<file path="src/rtl/rx_pkg.sv">
package rx_pkg;
    typedef enum logic [1:0] {
        RX_IDLE  = 2'd0,
        RX_START = 2'd1,
        RX_DATA  = 2'd2,
        RX_STOP  = 2'd3
    } rx_state_e;
endpackage

</file>
<file path="src/rtl/rx_line_sync.sv">
module rx_line_sync #(
    parameter int STAGES = 2
) (
    input  logic clk,
    input  logic rst_n,
    input  logic line_i,
    output logic line_o,
    output logic fall_o
);
    typedef struct packed {
        logic [STAGES-1:0] pipe;
        logic              prev;
    } sync_regs_t;

    sync_regs_t r_d, r_q;

    always_comb begin
        r_d      = r_q;
        r_d.pipe = {r_q.pipe[STAGES-2:0], line_i};
        r_d.prev = r_q.pipe[STAGES-1];
    end

    always_ff @(posedge clk or negedge rst_n) begin
        if (!rst_n) begin
            r_q <= '1;
        end else begin
            r_q <= r_d;
        end
    end

    assign line_o = r_q.pipe[STAGES-1];
    assign fall_o = r_q.prev & ~r_q.pipe[STAGES-1];
endmodule

</file>
<file path="src/rtl/rx_framer.sv">
module rx_framer
    import rx_pkg::*;
#(
    parameter int DATA_W = 8,
    parameter int OSR    = 16
) (
    input  logic              clk,
    input  logic              rst_n,
    input  logic              tick_i,
    input  logic              line_i,
    input  logic              fall_i,
    input  logic              two_stop_i,
    output logic [DATA_W-1:0] byte_o,
    output logic              done_o,
    output logic              ferr_o
);
    localparam int CNT_W = $clog2(OSR);
    localparam int BIT_W = $clog2(DATA_W);
    localparam logic [CNT_W-1:0] HALF_LAST = CNT_W'(OSR / 2 - 1);
    localparam logic [CNT_W-1:0] FULL_LAST = CNT_W'(OSR - 1);
    localparam logic [BIT_W-1:0] LAST_BIT  = BIT_W'(DATA_W - 1);

    typedef struct packed {
        rx_state_e         state;
        logic [CNT_W-1:0]  cnt;
        logic [BIT_W-1:0]  nbit;
        logic              second;
        logic [DATA_W-1:0] shreg;
        logic              done;
        logic              ferr;
    } frm_regs_t;

    frm_regs_t r_d, r_q;

    always_comb begin
        r_d      = r_q;
        r_d.done = 1'b0;
        r_d.ferr = 1'b0;
        unique case (r_q.state)
            RX_IDLE: begin
                if (fall_i) begin
                    r_d.state = RX_START;
                    r_d.cnt   = '0;
                end
            end
            RX_START: begin
                if (tick_i) begin
                    if (r_q.cnt == HALF_LAST) begin
                        r_d.cnt = '0;
                        if (!line_i) begin
                            r_d.state = RX_DATA;
                            r_d.nbit  = '0;
                        end else begin
                            r_d.state = RX_IDLE;
                        end
                    end else begin
                        r_d.cnt = r_q.cnt + 1'b1;
                    end
                end
            end
            RX_DATA: begin
                if (tick_i) begin
                    if (r_q.cnt == FULL_LAST) begin
                        r_d.cnt   = '0;
                        r_d.shreg = {line_i, r_q.shreg[DATA_W-1:1]};
                        if (r_q.nbit == LAST_BIT) begin
                            r_d.state  = RX_STOP;
                            r_d.second = 1'b0;
                        end else begin
                            r_d.nbit = r_q.nbit + 1'b1;
                        end
                    end else begin
                        r_d.cnt = r_q.cnt + 1'b1;
                    end
                end
            end
            RX_STOP: begin
                if (tick_i) begin
                    if (r_q.cnt == FULL_LAST) begin
                        r_d.cnt = '0;
                        if (!line_i) begin
                            r_d.ferr  = 1'b1;
                            r_d.state = RX_IDLE;
                        end else if (two_stop_i && !r_q.second) begin
                            r_d.second = 1'b1;
                        end else begin
                            r_d.done  = 1'b1;
                            r_d.state = RX_IDLE;
                        end
                    end else begin
                        r_d.cnt = r_q.cnt + 1'b1;
                    end
                end
            end
            default: r_d.state = RX_IDLE;
        endcase
    end

    always_ff @(posedge clk or negedge rst_n) begin
        if (!rst_n) begin
            r_q <= '{state: RX_IDLE, cnt: '0, nbit: '0, second: 1'b0,
                     shreg: '0, done: 1'b0, ferr: 1'b0};
        end else begin
            r_q <= r_d;
        end
    end

    assign byte_o = r_q.shreg;
    assign done_o = r_q.done;
    assign ferr_o = r_q.ferr;
endmodule

</file>
<file path="src/rtl/rx_holding.sv">
module rx_holding #(
    parameter int DATA_W = 8
) (
    input  logic              clk,
    input  logic              rst_n,
    input  logic              load_i,
    input  logic              ferr_i,
    input  logic [DATA_W-1:0] byte_i,
    input  logic              rd_i,
    input  logic              clr_i,
    output logic [DATA_W-1:0] data_o,
    output logic              ready_o,
    output logic              ferr_o,
    output logic              ovr_o,
    output logic              irq_o
);
    typedef struct packed {
        logic [DATA_W-1:0] data;
        logic              ready;
        logic              ferr;
        logic              ovr;
        logic              irq;
    } hold_regs_t;

    hold_regs_t r_d, r_q;

    always_comb begin
        r_d     = r_q;
        r_d.irq = load_i | ferr_i;
        if (clr_i) begin
            r_d.ferr = 1'b0;
            r_d.ovr  = 1'b0;
        end
        if (ferr_i) begin
            r_d.ferr = 1'b1;
        end
        if (load_i) begin
            r_d.data  = byte_i;
            r_d.ready = 1'b1;
            if (r_q.ready && !rd_i) begin
                r_d.ovr = 1'b1;
            end
        end else if (rd_i) begin
            r_d.ready = 1'b0;
        end
    end

    always_ff @(posedge clk or negedge rst_n) begin
        if (!rst_n) begin
            r_q <= '0;
        end else begin
            r_q <= r_d;
        end
    end

    assign data_o  = r_q.data;
    assign ready_o = r_q.ready;
    assign ferr_o  = r_q.ferr;
    assign ovr_o   = r_q.ovr;
    assign irq_o   = r_q.irq;
endmodule

</file>
<file path="src/rtl/serial_rx_dbuf.sv">
module serial_rx_dbuf #(
    parameter int DATA_W      = 8,
    parameter int OSR         = 16,
    parameter int SYNC_STAGES = 2
) (
    input  logic              clk,
    input  logic              rst_n,
    input  logic              tick_i,
    input  logic              rx_i,
    input  logic              two_stop_i,
    input  logic              rd_i,
    input  logic              clr_err_i,
    output logic [DATA_W-1:0] data_o,
    output logic              ready_o,
    output logic              frame_err_o,
    output logic              overrun_o,
    output logic              irq_o
);
    logic              line_s;
    logic              fall_s;
    logic [DATA_W-1:0] shifted;
    logic              done_s;
    logic              ferr_s;

    rx_line_sync #(.STAGES(SYNC_STAGES)) u_sync (
        .clk    (clk),
        .rst_n  (rst_n),
        .line_i (rx_i),
        .line_o (line_s),
        .fall_o (fall_s)
    );

    rx_framer #(.DATA_W(DATA_W), .OSR(OSR)) u_frm (
        .clk        (clk),
        .rst_n      (rst_n),
        .tick_i     (tick_i),
        .line_i     (line_s),
        .fall_i     (fall_s),
        .two_stop_i (two_stop_i),
        .byte_o     (shifted),
        .done_o     (done_s),
        .ferr_o     (ferr_s)
    );

    rx_holding #(.DATA_W(DATA_W)) u_hold (
        .clk     (clk),
        .rst_n   (rst_n),
        .load_i  (done_s),
        .ferr_i  (ferr_s),
        .byte_i  (shifted),
        .rd_i    (rd_i),
        .clr_i   (clr_err_i),
        .data_o  (data_o),
        .ready_o (ready_o),
        .ferr_o  (frame_err_o),
        .ovr_o   (overrun_o),
        .irq_o   (irq_o)
    );
endmodule

</file>
<file path="config.mk">
export PLATFORM = sky130hd
export DESIGN_NAME = serial_rx_dbuf
export DESIGN_NICKNAME = d
export VERILOG_FILES = /design/src/rtl/rx_pkg.sv /design/src/rtl/rx_line_sync.sv /design/src/rtl/rx_framer.sv /design/src/rtl/rx_holding.sv /design/src/rtl/serial_rx_dbuf.sv
export SDC_FILE = /design/constraint.sdc
export NUM_CORES = 1
export LEC_CHECK = 0
export BUFFER_PORTS_ARGS = -buffer_cell sky130_fd_sc_hd__buf_2
export CORE_ASPECT_RATIO = 1.2
export CORE_MARGIN = 2
export CORE_UTILIZATION = 50
export CTS_CLUSTER_DIAMETER = 120
export DETAILED_ROUTE_END_ITERATION = 8
export PLACE_DENSITY = 0.73
export SLEW_MARGIN = 20
export SYNTH_ARGS = -nofsm -noshare
export SYNTH_HDL_FRONTEND = slang
export SYNTH_SLANG_ARGS = --single-unit
</file>
<file path="constraint.sdc">
create_clock -name clk -period 1.9 [get_ports clk]
set_clock_uncertainty 0.15 [all_clocks]
set_input_delay 0.38 -clock clk [delete_from_list [all_inputs] [get_ports clk]]
set_output_delay 0.38 -clock clk [all_outputs]
set_load 0.01 [all_outputs]
</file>
# After elaboration in Yosys (flattened, before gate mapping)
# Index checks and enable logic that the tools add are counted.
[totals]
regBits = 35
in_bits = 7
output_inout_bits = 12
word_cells = 89
[op_classes]
addsub = 2
n_eq_ne = 19
n_mux = 37
n_bitwise = 3
reduce_logical = 14
[op_table]
columns = ["op", "count"]
rows = [
  ["6-bit case mux with 4 select lines", 1],
  ["2-bit 2-to-1 mux", 11],
  ["18-bit 2-to-1 mux", 1],
  ["2-bit != test, second input constant", 7],
  ["1-bit 2-to-1 mux", 13],
  ["12-bit 2-to-1 mux", 1],
  ["6-bit 2-to-1 mux", 2],
  ["2-bit by 1-bit != test with 1-bit output, second input constant", 5],
  ["3-bit 2-to-1 mux", 3],
  ["9-bit 2-to-1 mux", 1],
  ["9-bit AND reduction", 1],
  ["4-bit 2-to-1 mux", 2],
  ["8-bit AND reduction", 1],
  ["2-bit nonzero test", 4],
  ["7-bit AND reduction", 1],
  ["3-bit case mux with 2 select lines", 1],
  ["4-bit by 1-bit adder with 4-bit output, second input constant", 1],
  ["2-bit == test, second input constant", 2],
  ["4-bit by 3-bit == test with 1-bit output, second input constant", 1],
  ["4-bit == test, second input constant", 1],
  ["4-bit AND reduction", 1],
  ["3-bit by 1-bit adder with 3-bit output, second input constant", 1],
  ["3-bit == test, second input constant", 1],
  ["3-bit != test, second input constant", 1],
  ["other kinds (9)", 11],
]

# Longest topological paths before layout
[depth]
depth_word = 7
ltp_mapped = 7
ltp_nobuf = 5

# Modules after synthesis
# From an unflattened synthesis, not the netlist that was laid out.
[unflattened]
hier_cells = 136
area_unflattened_um2 = 1645.3
[by_module_without_submodules]
columns = ["mod", "instances", "cells_per_inst", "area_each_um2", "seq_area_each_um2"]
rows = [
  ["rx_framer", 1, 105, 1084.8, 500.5],
  ["rx_holding", 1, 27, 467.9, 300.3],
  ["rx_line_sync", 1, 4, 92.6, 78.8],
]

# Worst setup path before layout
# OpenSTA, ideal clock, no wires.
[synth_path]
path_kind = "flip-flop to flip-flop"
from = "reg u_frm.r_q[14] in the netlist's numbering"
to = "reg u_frm.r_q, in the netlist u_frm.byte_o[0]"
setup_ns = 0.125
t_arrival_ns = 1.572
required_time_ns = 1.625
slack_ns = 0.053
stages_incl_launch_ff = 7
n_path_buf = 2
synth_period_minus_slack_ns = 1.847
path_cell_list = "dfrtp_1 ha_1 and4_1 buf_4 and3b_4 buf_6 mux2_4"
[synth_between]
elab_chain_cells = 2
[synth_rtl]
columns = ["element", "line", "rtl"]
rows = [
  ["start: declaration", "rx_framer.sv:33", "frm_regs_t r_d, r_q;"],
  ["start signal: assignment", "rx_framer.sv:101", "r_q <= '{state: RX_IDLE, cnt: '0, nbit: '0, second: 1'b0,"],
  ["start signal: assignment", "rx_framer.sv:104", "r_q <= r_d;"],
  ["4-bit == test", "rx_framer.sv:63", "if (r_q.cnt == FULL_LAST) begin"],
  ["3-bit AND reduction (no source line)", "n/a", ""],
]
# Every way passes these cells.
# A chain may end at the register's enable or synchronous reset.

# Final worst setup path
[layout_path]
from = "reg u_frm.r_q[14] in the netlist's numbering"
to = "reg u_frm.r_q, in the netlist u_frm.byte_o[6]"
# The elaborated chain is that of the path after synthesis.

==> results.cfg <==
[final_layout]
drive_gt1_share_pct = 37.2
nNetsFinal = 157
syn2layout_area_growth_pct = 15.0
final_cells = 184
diodes = 0
final_common_cell = dfrtp_1
layout_common_cells = dfrtp_1, buf_2, mux2_2

[critical_path]
critPathSlowestCell = dfrtp_1
path_buf_inv = 0
slowest_delay_ns = 0.40
cp-end-kind = flip-flop
critical-path-top-delay-family = simple AND/OR/NAND/NOR gates
critical_path_class = reg2reg
critPathLaunchType = flip-flop
cp.required_ns = 1.97
path_cells = ha_2 -> and4_1 -> and3b_4 -> mux2_2
cp_max_fo = 6
crit_arrival_ns = 1.87

[floorplan]
core_area_um2 = 3000
start_util_pct = 51.5
fp.dieArea_um2 = 3550
fp.dieW_um = 54.7
die_h_um = 64.9
fp-row-count = 22
ios = 19

[synth]
syn_inst = 120
syn_area_per_cell_um2 = 12.9
ys_seq_elements = 35
synthDistinctLibCells = 37
ys_seq_area_share_pct = 57.0
synth_nets = 130
yosysWarnings = 0
synth_area_um2 = 1540

[global_routing]
use_met1_pct = 24.0
busiest_layer = met2
grt_max_degree = 36
use_met3_pct = 5.53
overflow = 0
use_met2_pct = 26.8
first_global_vias = 1000
antenna_found_initial = 0
track_usage_pct = 17.9
grt_first_pass_wirelength_um = 4490

[clocking]
cts_setup_buffers = 0
cts_max_level = 2
clockRootBuffer = clkbuf_4
cts_tree = done
cts_made_buffers = 5
cts.path.max_buffers = 2
clock_sinks = 35
clkLatencyLatePin_ns = 0.34
clk_pin_slew_ns = 0.11

[sta]
worstMarginPinSlew_ns = 0.428
hold_viol_final = 0
setup_viol = 0
fmax_ghz = 0.554
timing.slew.headroom_pct = 71.5
period_needed_ns = 1.81
period_share_pct = 95.0
drv_slew = 0

[placed_design]
io_buffers = 18
place.gp.congestion = 0.832
dpl.hpwl_um = 1780
numPlacedInstances = 173

[routing]
vias = 995
drt_iter0_markers = 13
ant_nets = 0
detail_route.first_pass.iterations = 4
routed_via_density = 5.41
drc_errors = 0
avgRoutedWirePerCell_um = 14.3
routed_wl_um = 2630

[pwr]
switching_share_pct = 32.3
p_seq_share_pct = 53.4
power.density_nw_per_um2 = 955
leakagePower_nw = 0.928
p_clk_share_pct = 23.1
p_int_mw = 1.15
switching_power_uw = 548
power_mw = 1.70
power_frac_comb_pct = 23.5
ir_drop_mv = 0.864

[worst_hold_path]
hold_class = in2reg

[flow_run]
drv_cap = 0

[run_status]
outcome = complete, no violations
-- tightest hold or removal path: stages --
cell and delay [ns]:
buf_2 0.09, inv_1 0.06, a21o_1 0.10
-- state kept, by name, indices dropped and copies added, names as in the netlist --
register and count:
u_frm.done_o 1, u_hold.ready_o 1, u_hold.data_o 8, u_sync.r_d 1, u_frm.ferr_o 1, u_hold.ferr_o 1
u_sync.r_q 1, u_frm.byte_o 8, u_sync.line_o 1, u_hold.ovr_o 1, u_frm.r_q 10, u_hold.irq_o 1
-- logic make-up after synthesis --
family / synth area share (%)
muxes: 15.3
adders and majority gates: 2.43
and+or+nand+nor: 11.4
DFF: 57.0
AOI/OAI and AO/OA: 9.08
buffers and inverters: 4.21
xor gates and xnor gates: 0.567
-- layer usage --
layer	up-vias	share of wire [%]
li1	485	-
met1	485	43
met2	20	51
met3	5	3.7
met4	0	2.0
met5	-	0
-- power groups by stage --
| stage | Combinational, mW | Clock (mW) | Sequential [mW] |
|---|---|---|---|
| 2_1_floorplan | 0.283 | 0 | 0.891 |
| 3_3_place_gp | 0.356 | 0 | 0.906 |
| 3_5_place_dp | 0.373 | 0 | 0.914 |
| 4_1_cts | 0.380 | 0.406 | 0.898 |
| 5_1_grt | 0.450 | 0.435 | 0.920 |
| 6_report | 0.398 | 0.392 | 0.907 |
-- final timing paths --
path / slack (ns) / start / end / depth (start not counted)
worst max-delay path: 0.09 / u_frm.r_q[14] / u_frm.byte_o[6] / 4
worst min-delay path: 0.16 / clr_err_i / u_hold.ferr_o / 3
worst max register to register: 0.09 / u_frm.r_q[14] / u_frm.byte_o[6] / 4
worst min register to register: 0.19 / u_sync.r_d[2] / u_sync.line_o / 0
max in group asynchronous: 0.81 / rst_n / u_sync.r_d[2] / 3
min in group asynchronous: 0.43 / rst_n / u_frm.r_q[10] / 3
-- Yosys cell counts --
master     n  area [µm²]
dfrtp_1   32         801
buf_6      2        22.5
o21ai_1    1        5.00
nand2_1    7        26.3
and2_1     1        6.26
and4_1     2        17.5
ha_1       3        37.5
mux2_2     9         101
nand3b_1   1        7.51
a22o_1     1        8.76
xor2_1     1        8.76
mux2_4     7         105
a211o_1    2        17.5
a211oi_1   1        7.51
o211ai_1   1        7.51
o31ai_1    1        7.51
o21ai_0    3        15.0
a21oi_1    4        20.0
a32o_1     2        20.0
nor2b_1    2        12.5
buf_4      1        7.51
and4b_1    1        10.0
buf_2      1        5.00
a21o_1     3        22.5
nor2_1     5        18.8
mux2i_1    3        30.0
dfstp_2    3        78.8
nand3_1    4        20.0
nor4b_1    2        17.5
and3b_1    1        8.76
and3b_4    1        12.5
nor4_1     1        6.26
or2_1      1        6.26
clkbuf_1   1        3.75
inv_1      7        26.3
a41oi_1    1        8.76
or2_2      1        6.26
-- layout make-up --
class                   instances  area, µm²
fillers                       233       1220
clock buffers                   6       41.3
inverters                       7       26.3
clock inverters                 2       12.5
flip-flops and latches         35        880
repair buffers                 24        140
well taps                      36       45.0
multi-input cells              74        631
-- timing repair --
action	CTS	global route
resized for setup	0	5
endpoints found under the setup margin	0	8
hold buffers	2	0
endpoints found under the hold margin	33	0
-- through the flow --
step           setup TNS (ns)  hold WS [ns]  setup WS, ns  util (%)  area [µm²]
2_1_floorplan               0       -0.0656        0.0532         -        1540
3_3_place_gp                0         0.197         0.108      55.7        1670
3_5_place_dp                0         0.197        0.0295      55.7        1670
4_1_cts                     0         0.161        0.0130      58.1        1740
5_1_grt               -0.0238         0.173       -0.0124      59.2        1780
6_report                    0         0.165        0.0944      59.2        1780
No activity file was read; power rests on OpenSTA's default activity.
